<file path="config.mk">
export PLATFORM = sky130hd
export DESIGN_NAME = vt_raster_gen
export DESIGN_NICKNAME = d
export VERILOG_FILES = /design/src/rtl/vt_pkg.sv /design/src/rtl/vt_mode_cfg.sv /design/src/rtl/vt_raster_cnt.sv /design/src/rtl/vt_sync_decode.sv /design/src/rtl/vt_raster_gen.sv
export SDC_FILE = /design/constraint.sdc
export NUM_CORES = 1
export LEC_CHECK = 0
export BUFFER_PORTS_ARGS = -buffer_cell sky130_fd_sc_hd__buf_2
export CAP_MARGIN = 15
export CORE_MARGIN = 1.5
export CORE_UTILIZATION = 60
export DETAILED_ROUTE_END_ITERATION = 16
export PLACE_DENSITY_LB_ADDON = 0.1
export REMOVE_ABC_BUFFERS = 1
export SYNTH_ARGS = -nofsm -noshare
export SYNTH_HDL_FRONTEND = slang
export SYNTH_SLANG_ARGS = --single-unit
</file>
<file path="constraint.sdc">
create_clock -name clk -period 6 [get_ports clk]
set_input_delay 0.3 -clock clk [delete_from_list [all_inputs] [get_ports clk]]
set_output_delay 0.3 -clock clk [all_outputs]
set_load 0.05 [all_outputs]
</file>
<file path="src/rtl/vt_pkg.sv">
package vt_pkg;

  typedef enum logic [1:0] {
    STD_NTSC      = 2'b00,
    STD_NTSC_PROG = 2'b01,
    STD_PAL       = 2'b10,
    STD_PAL_PROG  = 2'b11
  } std_mode_e;

  localparam int LINE_W  = 10;
  localparam int FIELD_W = 4;
  localparam int HALF_W  = LINE_W + 1;

  // Frame geometry in lines
  localparam int NTSC_FRAME_LINES = 525;
  localparam int PAL_FRAME_LINES  = 625;
  localparam int NTSC_PROG_LINES  = 263;
  localparam int PAL_PROG_LINES   = 313;
  localparam int NTSC_FIELDS      = 4;
  localparam int PAL_FIELDS       = 8;

  // Vertical sync length in half lines
  localparam int NTSC_VS_HALVES = 6;
  localparam int PAL_VS_HALVES  = 5;

  // Vertical blanking windows, half-line index h = 2*(line-1) + second_half,
  // each window is [begin, end)
  localparam int NTSC_VB0_END = 34;
  localparam int NTSC_VB1_BEG = 519;
  localparam int NTSC_VB1_END = 559;
  localparam int NTSC_VB2_BEG = 1044;
  localparam int NTSC_VB2_END = 1050;
  localparam int PAL_VB0_END  = 45;
  localparam int PAL_VB1_BEG  = 620;
  localparam int PAL_VB1_END  = 670;
  localparam int PAL_VB2_BEG  = 1245;
  localparam int PAL_VB2_END  = 1250;

  typedef struct packed {
    logic               interlaced;
    logic [LINE_W-1:0]  last_line;
    logic [LINE_W-1:0]  mid_line;
    logic [FIELD_W-1:0] last_field;
    logic [HALF_W-1:0]  vs_halves;
    logic [HALF_W-1:0]  vb0_end;
    logic [HALF_W-1:0]  vb1_beg;
    logic [HALF_W-1:0]  vb1_end;
    logic [HALF_W-1:0]  vb2_beg;
    logic [HALF_W-1:0]  vb2_end;
  } line_cfg_t;

  function automatic logic in_vblank(input line_cfg_t c, input logic [HALF_W-1:0] h);
    return (h < c.vb0_end) ||
           ((h >= c.vb1_beg) && (h < c.vb1_end)) ||
           ((h >= c.vb2_beg) && (h < c.vb2_end));
  endfunction

endpackage

</file>
<file path="src/rtl/vt_mode_cfg.sv">
module vt_mode_cfg
  import vt_pkg::*;
#(
  parameter int PIX_W         = 10,
  parameter int NTSC_LINE_PIX = 796,
  parameter int NTSC_HS_PIX   = 59,
  parameter int NTSC_ACT_OFS  = 48,
  parameter int PAL_LINE_PIX  = 944,
  parameter int PAL_HS_PIX    = 69,
  parameter int PAL_ACT_OFS   = 58,
  parameter int BURST_OFS     = 5,
  parameter int BURST_PIX     = 35
) (
  input  std_mode_e        mode,
  output line_cfg_t        lcfg,
  output logic [PIX_W-1:0] last_pix,
  output logic [PIX_W-1:0] half_pix,
  output logic [PIX_W-1:0] hs_pix,
  output logic [PIX_W-1:0] act_pix,
  output logic [PIX_W-1:0] burst_beg,
  output logic [PIX_W-1:0] burst_end
);

  localparam logic [PIX_W-1:0] N_LAST  = PIX_W'(NTSC_LINE_PIX - 1);
  localparam logic [PIX_W-1:0] N_HALF  = PIX_W'(NTSC_LINE_PIX / 2);
  localparam logic [PIX_W-1:0] N_HS    = PIX_W'(NTSC_HS_PIX);
  localparam logic [PIX_W-1:0] N_ACT   = PIX_W'(NTSC_HS_PIX + NTSC_ACT_OFS);
  localparam logic [PIX_W-1:0] N_BBEG  = PIX_W'(NTSC_HS_PIX + BURST_OFS);
  localparam logic [PIX_W-1:0] N_BEND  = PIX_W'(NTSC_HS_PIX + BURST_OFS + BURST_PIX);
  localparam logic [PIX_W-1:0] P_LAST  = PIX_W'(PAL_LINE_PIX - 1);
  localparam logic [PIX_W-1:0] P_HALF  = PIX_W'(PAL_LINE_PIX / 2);
  localparam logic [PIX_W-1:0] P_HS    = PIX_W'(PAL_HS_PIX);
  localparam logic [PIX_W-1:0] P_ACT   = PIX_W'(PAL_HS_PIX + PAL_ACT_OFS);
  localparam logic [PIX_W-1:0] P_BBEG  = PIX_W'(PAL_HS_PIX + BURST_OFS);
  localparam logic [PIX_W-1:0] P_BEND  = PIX_W'(PAL_HS_PIX + BURST_OFS + BURST_PIX);

  logic is_pal;
  logic is_prog;

  always_comb begin
    is_pal  = (mode == STD_PAL) || (mode == STD_PAL_PROG);
    is_prog = (mode == STD_NTSC_PROG) || (mode == STD_PAL_PROG);

    lcfg.interlaced = !is_prog;
    if (is_pal) begin
      lcfg.last_line  = is_prog ? LINE_W'(PAL_PROG_LINES) : LINE_W'(PAL_FRAME_LINES);
      lcfg.mid_line   = LINE_W'(PAL_PROG_LINES);
      lcfg.last_field = is_prog ? FIELD_W'(1) : FIELD_W'(PAL_FIELDS);
      lcfg.vs_halves  = HALF_W'(PAL_VS_HALVES);
      lcfg.vb0_end    = HALF_W'(PAL_VB0_END);
      lcfg.vb1_beg    = HALF_W'(PAL_VB1_BEG);
      lcfg.vb1_end    = HALF_W'(PAL_VB1_END);
      lcfg.vb2_beg    = HALF_W'(PAL_VB2_BEG);
      lcfg.vb2_end    = HALF_W'(PAL_VB2_END);
      last_pix        = P_LAST;
      half_pix        = P_HALF;
      hs_pix          = P_HS;
      act_pix         = P_ACT;
      burst_beg       = P_BBEG;
      burst_end       = P_BEND;
    end else begin
      lcfg.last_line  = is_prog ? LINE_W'(NTSC_PROG_LINES) : LINE_W'(NTSC_FRAME_LINES);
      lcfg.mid_line   = LINE_W'(NTSC_PROG_LINES);
      lcfg.last_field = is_prog ? FIELD_W'(1) : FIELD_W'(NTSC_FIELDS);
      lcfg.vs_halves  = HALF_W'(NTSC_VS_HALVES);
      lcfg.vb0_end    = HALF_W'(NTSC_VB0_END);
      lcfg.vb1_beg    = HALF_W'(NTSC_VB1_BEG);
      lcfg.vb1_end    = HALF_W'(NTSC_VB1_END);
      lcfg.vb2_beg    = HALF_W'(NTSC_VB2_BEG);
      lcfg.vb2_end    = HALF_W'(NTSC_VB2_END);
      last_pix        = N_LAST;
      half_pix        = N_HALF;
      hs_pix          = N_HS;
      act_pix         = N_ACT;
      burst_beg       = N_BBEG;
      burst_end       = N_BEND;
    end
  end

endmodule

</file>
<file path="src/rtl/vt_raster_cnt.sv">
module vt_raster_cnt
  import vt_pkg::*;
#(
  parameter int PIX_W = 10
) (
  input  logic               clk,
  input  logic               rst,
  input  logic               pix_en,
  input  logic               tim_rst,
  input  line_cfg_t          lcfg,
  input  logic [PIX_W-1:0]   last_pix,
  input  logic [PIX_W-1:0]   half_pix,
  output logic [PIX_W-1:0]   pix,
  output logic [LINE_W-1:0]  line,
  output logic [FIELD_W-1:0] field
);

  // The counters hold the position the decoder emits on the next enabled clock.
  logic end_of_line;
  logic end_of_frame;
  logic to_second_field;
  logic to_next_field;

  always_comb begin
    end_of_line     = (pix == last_pix);
    end_of_frame    = end_of_line && (line == lcfg.last_line);
    to_second_field = (line == lcfg.mid_line) && (pix == half_pix - 1'b1);
    to_next_field   = lcfg.interlaced && (end_of_frame || to_second_field);
  end

  always_ff @(posedge clk) begin
    if (rst) begin
      pix   <= '0;
      line  <= LINE_W'(1);
      field <= FIELD_W'(1);
    end else if (pix_en) begin
      if (tim_rst) begin
        pix   <= '0;
        line  <= LINE_W'(1);
        field <= FIELD_W'(1);
      end else begin
        pix <= end_of_line ? '0 : pix + 1'b1;
        if (end_of_line) begin
          line <= end_of_frame ? LINE_W'(1) : line + 1'b1;
        end
        if (to_next_field) begin
          field <= (field == lcfg.last_field) ? FIELD_W'(1) : field + 1'b1;
        end
      end
    end
  end

endmodule

</file>
<file path="src/rtl/vt_sync_decode.sv">
module vt_sync_decode
  import vt_pkg::*;
#(
  parameter int PIX_W = 10
) (
  input  logic               clk,
  input  logic               rst,
  input  logic               pix_en,
  input  logic               tim_rst,
  input  line_cfg_t          lcfg,
  input  logic [PIX_W-1:0]   half_pix,
  input  logic [PIX_W-1:0]   hs_pix,
  input  logic [PIX_W-1:0]   act_pix,
  input  logic [PIX_W-1:0]   burst_beg,
  input  logic [PIX_W-1:0]   burst_end,
  input  logic [PIX_W-1:0]   pix,
  input  logic [LINE_W-1:0]  line,
  input  logic [FIELD_W-1:0] field,
  output logic               hs_n,
  output logic               vs_n,
  output logic               blank,
  output logic               burst,
  output logic               act_start,
  output logic [LINE_W-1:0]  line_num,
  output logic [FIELD_W-1:0] field_num
);

  logic [LINE_W-1:0] line_idx;
  logic [HALF_W-1:0] h_now;
  logic [HALF_W-1:0] h_start;
  logic [HALF_W-1:0] f2_start;
  logic              vb_now;
  logic              vb_start;
  logic              hs_low;
  logic              vs_low;
  logic              blank_d;
  logic              burst_d;
  logic              act_d;

  always_comb begin
    line_idx = line - 1'b1;
    h_now    = {line_idx, (pix >= half_pix)};
    h_start  = {line_idx, 1'b0};
    f2_start = {lcfg.mid_line - 1'b1, 1'b1};
    vb_now   = in_vblank(lcfg, h_now);
    vb_start = in_vblank(lcfg, h_start);
    hs_low   = (pix < hs_pix);
    vs_low   = (h_now < lcfg.vs_halves) ||
               (lcfg.interlaced && (h_now >= f2_start) &&
                (h_now < f2_start + lcfg.vs_halves));
    blank_d  = vb_now || (pix < act_pix);
    burst_d  = !vb_start && (pix >= burst_beg) && (pix < burst_end);
    act_d    = !blank_d && ((pix == act_pix) || ((pix == half_pix) && vb_start));
  end

  always_ff @(posedge clk) begin
    if (rst || (pix_en && tim_rst)) begin
      hs_n      <= 1'b1;
      vs_n      <= 1'b1;
      blank     <= 1'b1;
      burst     <= 1'b0;
      act_start <= 1'b0;
      line_num  <= '0;
      field_num <= '0;
    end else if (pix_en) begin
      hs_n      <= !hs_low;
      vs_n      <= !vs_low;
      blank     <= blank_d;
      burst     <= burst_d;
      act_start <= act_d;
      line_num  <= line;
      field_num <= field;
    end
  end

endmodule

</file>
<file path="src/rtl/vt_raster_gen.sv">
module vt_raster_gen
  import vt_pkg::*;
#(
  parameter int NTSC_LINE_PIX = 796,
  parameter int NTSC_HS_PIX   = 59,
  parameter int NTSC_ACT_OFS  = 48,
  parameter int PAL_LINE_PIX  = 944,
  parameter int PAL_HS_PIX    = 69,
  parameter int PAL_ACT_OFS   = 58,
  parameter int BURST_OFS     = 5,
  parameter int BURST_PIX     = 35
) (
  input  logic               clk,
  input  logic               rst,
  input  logic               pix_en,
  input  logic               tim_rst,
  input  logic [1:0]         mode,
  output logic               hs_n,
  output logic               vs_n,
  output logic               blank,
  output logic               burst,
  output logic               act_start,
  output logic [LINE_W-1:0]  line_num,
  output logic [FIELD_W-1:0] field_num
);

  localparam int MAX_LINE_PIX = (NTSC_LINE_PIX > PAL_LINE_PIX) ? NTSC_LINE_PIX : PAL_LINE_PIX;
  localparam int PIX_W        = $clog2(MAX_LINE_PIX + 1);

  std_mode_e         mode_q;
  line_cfg_t         lcfg;
  logic [PIX_W-1:0]  last_pix;
  logic [PIX_W-1:0]  half_pix;
  logic [PIX_W-1:0]  hs_pix;
  logic [PIX_W-1:0]  act_pix;
  logic [PIX_W-1:0]  burst_beg;
  logic [PIX_W-1:0]  burst_end;
  logic [PIX_W-1:0]  pix;
  logic [LINE_W-1:0] line;
  logic [FIELD_W-1:0] field;

  // Standard is taken only while the raster is held by the timing reset.
  always_ff @(posedge clk) begin
    if (rst) begin
      mode_q <= STD_NTSC;
    end else if (pix_en && tim_rst) begin
      mode_q <= std_mode_e'(mode);
    end
  end

  vt_mode_cfg #(
    .PIX_W         (PIX_W),
    .NTSC_LINE_PIX (NTSC_LINE_PIX),
    .NTSC_HS_PIX   (NTSC_HS_PIX),
    .NTSC_ACT_OFS  (NTSC_ACT_OFS),
    .PAL_LINE_PIX  (PAL_LINE_PIX),
    .PAL_HS_PIX    (PAL_HS_PIX),
    .PAL_ACT_OFS   (PAL_ACT_OFS),
    .BURST_OFS     (BURST_OFS),
    .BURST_PIX     (BURST_PIX)
  ) i_cfg (
    .mode      (mode_q),
    .lcfg      (lcfg),
    .last_pix  (last_pix),
    .half_pix  (half_pix),
    .hs_pix    (hs_pix),
    .act_pix   (act_pix),
    .burst_beg (burst_beg),
    .burst_end (burst_end)
  );

  vt_raster_cnt #(
    .PIX_W (PIX_W)
  ) i_cnt (
    .clk      (clk),
    .rst      (rst),
    .pix_en   (pix_en),
    .tim_rst  (tim_rst),
    .lcfg     (lcfg),
    .last_pix (last_pix),
    .half_pix (half_pix),
    .pix      (pix),
    .line     (line),
    .field    (field)
  );

  vt_sync_decode #(
    .PIX_W (PIX_W)
  ) i_dec (
    .clk       (clk),
    .rst       (rst),
    .pix_en    (pix_en),
    .tim_rst   (tim_rst),
    .lcfg      (lcfg),
    .half_pix  (half_pix),
    .hs_pix    (hs_pix),
    .act_pix   (act_pix),
    .burst_beg (burst_beg),
    .burst_end (burst_end),
    .pix       (pix),
    .line      (line),
    .field     (field),
    .hs_n      (hs_n),
    .vs_n      (vs_n),
    .blank     (blank),
    .burst     (burst),
    .act_start (act_start),
    .line_num  (line_num),
    .field_num (field_num)
  );

endmodule

</file>
# After elaboration in Yosys (flattened, before gate mapping)
# Cells that the tools add are included.
dict set report totals {
  regBits 45
  input_bits 6
  wordCells 99
}
dict set report op_classes {
  magnitude_cmp 18
  mux 19
  eq_ne 10
  n_addsub 7
  n_reduce_logical 34
}
# operator count
set ops {}
lappend ops {{2-to-1 mux 90 bit} 1}
lappend ops {{less-than comparator 11 bit} 8}
lappend ops {{2-to-1 mux 10 bit} 7}
lappend ops {{>= comparator 11 bit} 5}
lappend ops {{equality test 10 bit} 4}
lappend ops {{less-than comparator 10 x 7 -> 1 bit} 3}
lappend ops {{2-to-1 mux 4 bit} 6}
lappend ops {{adder 10 x 1 -> 10 bit, second input constant} 2}
lappend ops {{subtractor 10 x 1 -> 10 bit, second input constant} 2}
lappend ops {{logical AND 1 bit} 14}
lappend ops {{2-to-1 mux 7 bit} 2}
lappend ops {{adder 11 bit} 1}
lappend ops {{logical OR 1 bit} 11}
lappend ops {{equality test 10 x 7 -> 1 bit} 1}
lappend ops {{equality test 10 x 9 -> 1 bit} 1}
lappend ops {{>= comparator 10 x 7 -> 1 bit} 1}
lappend ops {{>= comparator 10 x 9 -> 1 bit} 1}
lappend ops {{subtractor 9 x 1 -> 10 bit, second input constant} 1}
lappend ops {{2-to-1 mux 8 bit} 1}
lappend ops {{zero test 1 bit} 5}
lappend ops {{2-to-1 mux 5 bit} 1}
lappend ops {{adder 4 x 1 -> 4 bit, second input constant} 1}
lappend ops {{equality test 2 bit, second input constant} 2}
lappend ops {{equality test 4 bit} 1}
lappend ops {{4 further kinds} 6}

# Depth between registers and ports, before layout
dict set report depth {
  word_depth 11
  ltp_mapped 21
}

# Hierarchy
# Synthesis repeated with hierarchy kept, for this count alone.
dict set report unflattened {
  hier_cells 1009
  hier_area_um2 7872.6
}
# mod seq_area_each_um2 instances area_each_um2 cells_each
set by_module_without_submodules {}
lappend by_module_without_submodules {vt_sync_decode 380.4 1 4685.7 609}
lappend by_module_without_submodules {vt_raster_cnt 480.5 1 1916.8 233}
lappend by_module_without_submodules {vt_mode_cfg 0.0 1 1189.9 159}
lappend by_module_without_submodules {vt_raster_gen 40.0 1 80.1 8}

# Least setup slack after synthesis
# No wires, ideal clock.
dict set report synth_timing {
  kind {register to register}
  startpoint {register mode_q[0]}
  endpoint {register i_dec.act_start}
  period_less_slack_ns 3.799
  path_stages_with_launch 22
  setup_time_ns 0.069
  required_time_ns 5.931
  arrival_time_ns 3.731
  slack_ns 2.201
  path_cell_list {dfxtp_1 inv_1 ha_1 buf_2 nor2_8 buf_1 inv_1 ha_1 nor2_1 o31a_1 o21ai_0 a311oi_1 nor2_1 ha_1 nand2b_1 a221oi_1 o31ai_1 nand4_1 o211ai_1 a211oi_1 nand2_1 o21ai_1}
}
dict set report synth_between {
  elab_chain_len 11
  word_cells_on_any_way 33
  cone_classes {12 x order compare; 4 x eq/ne; 3 x mux; 14 x reduce/logical}
}
# element line
set synth_rtl {}
lappend synth_rtl {{start: declaration} vt_raster_gen.sv:30} ;# std_mode_e mode_q;
lappend synth_rtl {{start signal: assignment} vt_raster_gen.sv:47} ;# mode_q <= std_mode_e'(mode);
lappend synth_rtl {{equality test 2 bit} vt_mode_cfg.sv:41} ;# is_pal = (mode == STD_PAL) || (mode == STD_PAL_PROG);
lappend synth_rtl {{logical OR 1 bit *} vt_mode_cfg.sv:41}
lappend synth_rtl {{2-to-1 mux 7 bit} vt_mode_cfg.sv:45} ;# if (is_pal) begin
lappend synth_rtl {{>= comparator 10 x 9 -> 1 bit} vt_sync_decode.sv:42} ;# h_now = {line_idx, (pix >= half_pix)};
lappend synth_rtl {{>= comparator 11 bit or less-than comparator 11 bit (tied branches)} vt_pkg.sv:54} ;# ((h >= c.vb1_beg) && (h < c.vb1_end)) ||
lappend synth_rtl {{logical AND 1 bit} vt_pkg.sv:54}
lappend synth_rtl {{logical OR 1 bit} vt_pkg.sv:53} ;# return (h < c.vb0_end) ||
lappend synth_rtl {{logical OR 1 bit} vt_pkg.sv:54}
lappend synth_rtl {{logical OR 1 bit} vt_sync_decode.sv:51} ;# blank_d = vb_now || (pix < act_pix);
lappend synth_rtl {{zero test 1 bit} vt_sync_decode.sv:53} ;# act_d = !blank_d && ((pix == act_pix) || ((pix == half_pix) && vb_start));
lappend synth_rtl {{logical AND 1 bit *} vt_sync_decode.sv:53}
lappend synth_rtl {{end signal: assignment} vt_sync_decode.sv:70} ;# act_start <= act_d;
lappend synth_rtl {{end: declaration} vt_sync_decode.sv:23} ;# output logic act_start,
# Every way passes the cells marked *; elsewhere a longest branch is shown, timed or not.
# A chain may end at the register's enable or synchronous reset.

# Worst setup path after layout
# Ends and elaborated chain as after synthesis.

==> metrics.md <==
| Metric | Value |
|---|---|
| CP required | 6.23 ns |
| Crit path depth | 19 |
| Share of layout cells above drive strength 1 | 10.5% |
| Pin count of the biggest net entering global routing | 37 |
| CP top delay family | compound AO/OA/AOI/OAI gates |
| Hold Startpoint | mode[1] |
| Latest clock arrival within the worst-skew pair | 0.30 ns |
| Worst setup path startpoint | mode_q[0] |
| Initial Util | approximately 63% |
| # hold bufs at CTS | 0 |
| Cell taking the most area after synthesis | dfxtp_1 |
| WL met2 | 3800 um |
| First DRT Iteration DRCs | 344 |
| Worst Path Max Fanout | 18 |
| Synthesis Warnings | 0 |
| Most used cell along the critical path | ha_1 |
| Area grow syn2layout | 5.90% |
| Root buffer selected by CTS | clkbuf_8 |
| Die ar. | ~6300 um^2 |
| Unique masters post-synth | 65 |
| Cell area after synthesis | around 3500 um^2 |
| Number of fill cells in the layout | 478 |
| Wire per inst | 16.3 um |
| Static Leak | 1.57 nW |
| Switching power share of the total | 28.6% |
| DP Wirelength | just over 6000 um |
| CP Buf/Inv Count | 2 |
| Hold Crit Depth | 3 |
| Total power | 0.684 mW |
| RSZ-0062 raised after global routing | false |
| First-pass GRT wire length | between 10000 and 15000 um |
| TritonCTS buffer count | 5 |
| Number of port buffers | 24 |
| # diodes | 0 |
| Clock slew at reported path FFs | 0.09 ns |
| Worst setup EP type | flop |
| Hold Violations, Final | 0 |
| Worst Skew | around 0.012 ns |
| CTS max path bufs | 2 |
| Max Transition Viols Final | 0 |
| Core area | approximately 5600 um^2 |
| Setup crit start kind | flop |
| Horiz. Die Dim | 79.6 um |
| DRT antenna net count | 0 |
| Slew @ Worst Pin | about 0.83 ns |
| Setup violators final | 0 |
| Row Count | 27 |
| Peak supply drop | 180 uV |
| CP Class | flop to flop |
| Seq cells post-synth | 45 |
| Top-count cell post-synth | nor2_1 |
| Dpl cell area | ~3600 um^2 |
| Vias in the first global route | 2948 |
| Final min period | 4.11 ns |
| Worst hold slack | 0.264 ns |
| # IOs | 25 |
| Register area share after synthesis | 25.6% |
| Synthesized instance count | 444 |
| Ys async rst share | 0% |
| CTS sink cnt | 45 |
| Vias per inst | between 6 and 7 |
| Final period utilization | between 60% and 70% |
| Routed WL | about 8500 um |
| Status | completed |
| PwrDens | 184 nW/um^2 |
| Nets | about 480 |
| Vias | 3238 |
| Normalized max-slew margin | 44.6% |
| Final Cell Area | around 3700 um^2 |
| Pre-Repair DR Iteration Count | 5 |
| CP max stage cell | dfxtp_1 |
| R2R depth | 19 |
| H-Tree Depth | 2 |
| RePlAce Congestion | 0.976 |
| RR Startpoint | mode_q[0] |
| Initial antenna violation count | 0 |
| Combinational power share | a little under a fifth |
| DRC | 0 |
| Total GRT Usage | 28.9% |
| Post-CTS Setup Bufs | 0 |
| Max-cap violation count | 0 |
| Total gr overflow | 0 |
| CTS tree | done |
| Sw Pwr | roughly 0.2 mW |
| Worst-path cell chain | inv_1, ha_1, nor2_8, inv_1, ha_1, nor2_1, o31a_1, o21ai_0, a311oi_1, nor2_1, ha_1, nand2b_1, a221oi_1, o31ai_1, nand4_1, o211ai_1, a211oi_1, nand2_1, o21ai_1 |
| Max incr delay on CP | 0.44 ns |
| HP Class | input pin to flop |
| FF+latch area | about 900 um^2 |
| Synth area leaders | dfxtp_1, ha_1, nor2_1, mux2i_1, a21oi_1 |
| Metal3 WL | 569 um |
| Top sig layer | met4 |
| Clock share of power | 35.1% |
| Post_cts resized | 0 |
| Die H | 79.6 um |
| Seq pwr share | 45.7% |
| Main synth FF type | dfxtp_1 |
| Number of synthesized flops with an enable pin | 0 |
| Int Power | roughly 0.49 mW |
| Footprint of the multi-input gates | roughly 2400 um^2 |
| Share of the synthesized area in the top cell type | 25.6% |
| CP Data Arrival Time | 4.35 ns |
| Setup TNS | 0 ns |
| Fmax | 243 MHz |
| Synth cell count leaders | nor2_1, dfxtp_1, ha_1, a21oi_1 |
| Metal1 wirelength | 3850 um |
| Syn Area/Cell | 7.92 um^2 |
[metal layers]
metal / global-route usage (%) / up-vias
met5: 0 / -
met4: 11.2 / 0
met3: 5.49 / 24
met2: 46.5 / 129
met1: 38.0 / 1488
li1: - / 1597
[worst reg2reg max path, stage by stage, from the launching register on]
cell and delay (ns):
dfxtp_1 0.44, inv_1 0.13, ha_1 0.34, nor2_8 0.32, inv_1 0.25, ha_1 0.37
nor2_1 0.14, o31a_1 0.14, o21ai_0 0.07, a311oi_1 0.25, nor2_1 0.11, ha_1 0.21
nand2b_1 0.14, a221oi_1 0.33, o31ai_1 0.10, nand4_1 0.12, o211ai_1 0.10, a211oi_1 0.27
nand2_1 0.09, o21ai_1 0.15
[path summary, 6_finish.rpt]
| path | end | slack (ns) |
|---|---|---|
| max | i_dec.act_start | 1.89 |
| min | mode_q[1] | 0.26 |
| max reg2reg | i_dec.act_start | 1.89 |
| min reg2reg | i_dec.field_num[3] | 0.49 |
[area by class of cell]
type	count	share of cell area [%]
clock buffers	7	2.32
well taps	72	2.42
inverters	20	2.01
multi-input cells	348	64.8
clock inverters	1	0.806
repair buffers	25	3.43
flip-flops and latches	45	24.2
[cells by family (layout without fill, tap and decap cells)]
group	count (synthesis)	count (layout)	synth area share (%)
simple gates	176	176	27.6
mux	15	15	4.27
flops	45	45	25.6
fa+ha+maj	30	30	10.7
xor+xnor	27	27	7.11
buf+inv	51	53	5.73
compound gates	100	100	19.1
[sequential cells by signal, indices dropped and copies added (netlist names)]
| signal | cells |
|---|---|
| i_dec.vs_n | 1 |
| mode_q | 2 |
| i_cnt.field | 4 |
| i_dec.field_num | 4 |
| i_dec.burst | 1 |
| i_dec.blank | 1 |
| i_cnt.pix | 10 |
| i_dec.line_num | 10 |
| i_dec.act_start | 1 |
| i_dec.hs_n | 1 |
| i_cnt.line | 10 |
[layout by cell type (no fill, tap or decap), drive strengths merged, types with 4 or more instances in the layout]
cell type | netlist | layout
nor2 | 60 | 60
dfxtp | 45 | 45
ha | 30 | 30
a21oi | 29 | 29
buf | 10 | 25
o21ai | 22 | 22
inv | 20 | 20
nand2 | 17 | 17
nand3 | 16 | 16
mux2i | 15 | 15
xnor2 | 14 | 14
xor2 | 12 | 12
nand4 | 10 | 10
nor3 | 9 | 9
nor2b | 7 | 7
or3 | 7 | 7
and3 | 7 | 7
o31ai | 7 | 7
clkbuf | 21 | 7
or3b | 7 | 7
nor4 | 6 | 6
nand3b | 5 | 5
nand2b | 5 | 5
a211oi | 5 | 5
or2 | 5 | 5
o21a | 4 | 4
or4 | 4 | 4
[metrics by stage]
stage / utilization (%) / instances / setup WS [ns]
global placement: 64.8 / 510 / 2.13
finish: 66.8 / 518 / 1.89
global route: 66.8 / 518 / 1.57
CTS: 66.8 / 518 / 1.92
floorplan: - / 413 / 2.51
detailed placement: 64.8 / 510 / 1.94
[power by group through the flow]
stage               Clock (mW)  Sequential [mW]  Combinational, mW
global placement             0            0.319              0.128
floorplan                    0            0.325             0.0866
finish                   0.240            0.312              0.131
global route             0.262            0.314              0.146
detailed placement           0            0.319              0.128
CTS                      0.247            0.312              0.129
Note: power is estimated with default switching activity, not from simulation.
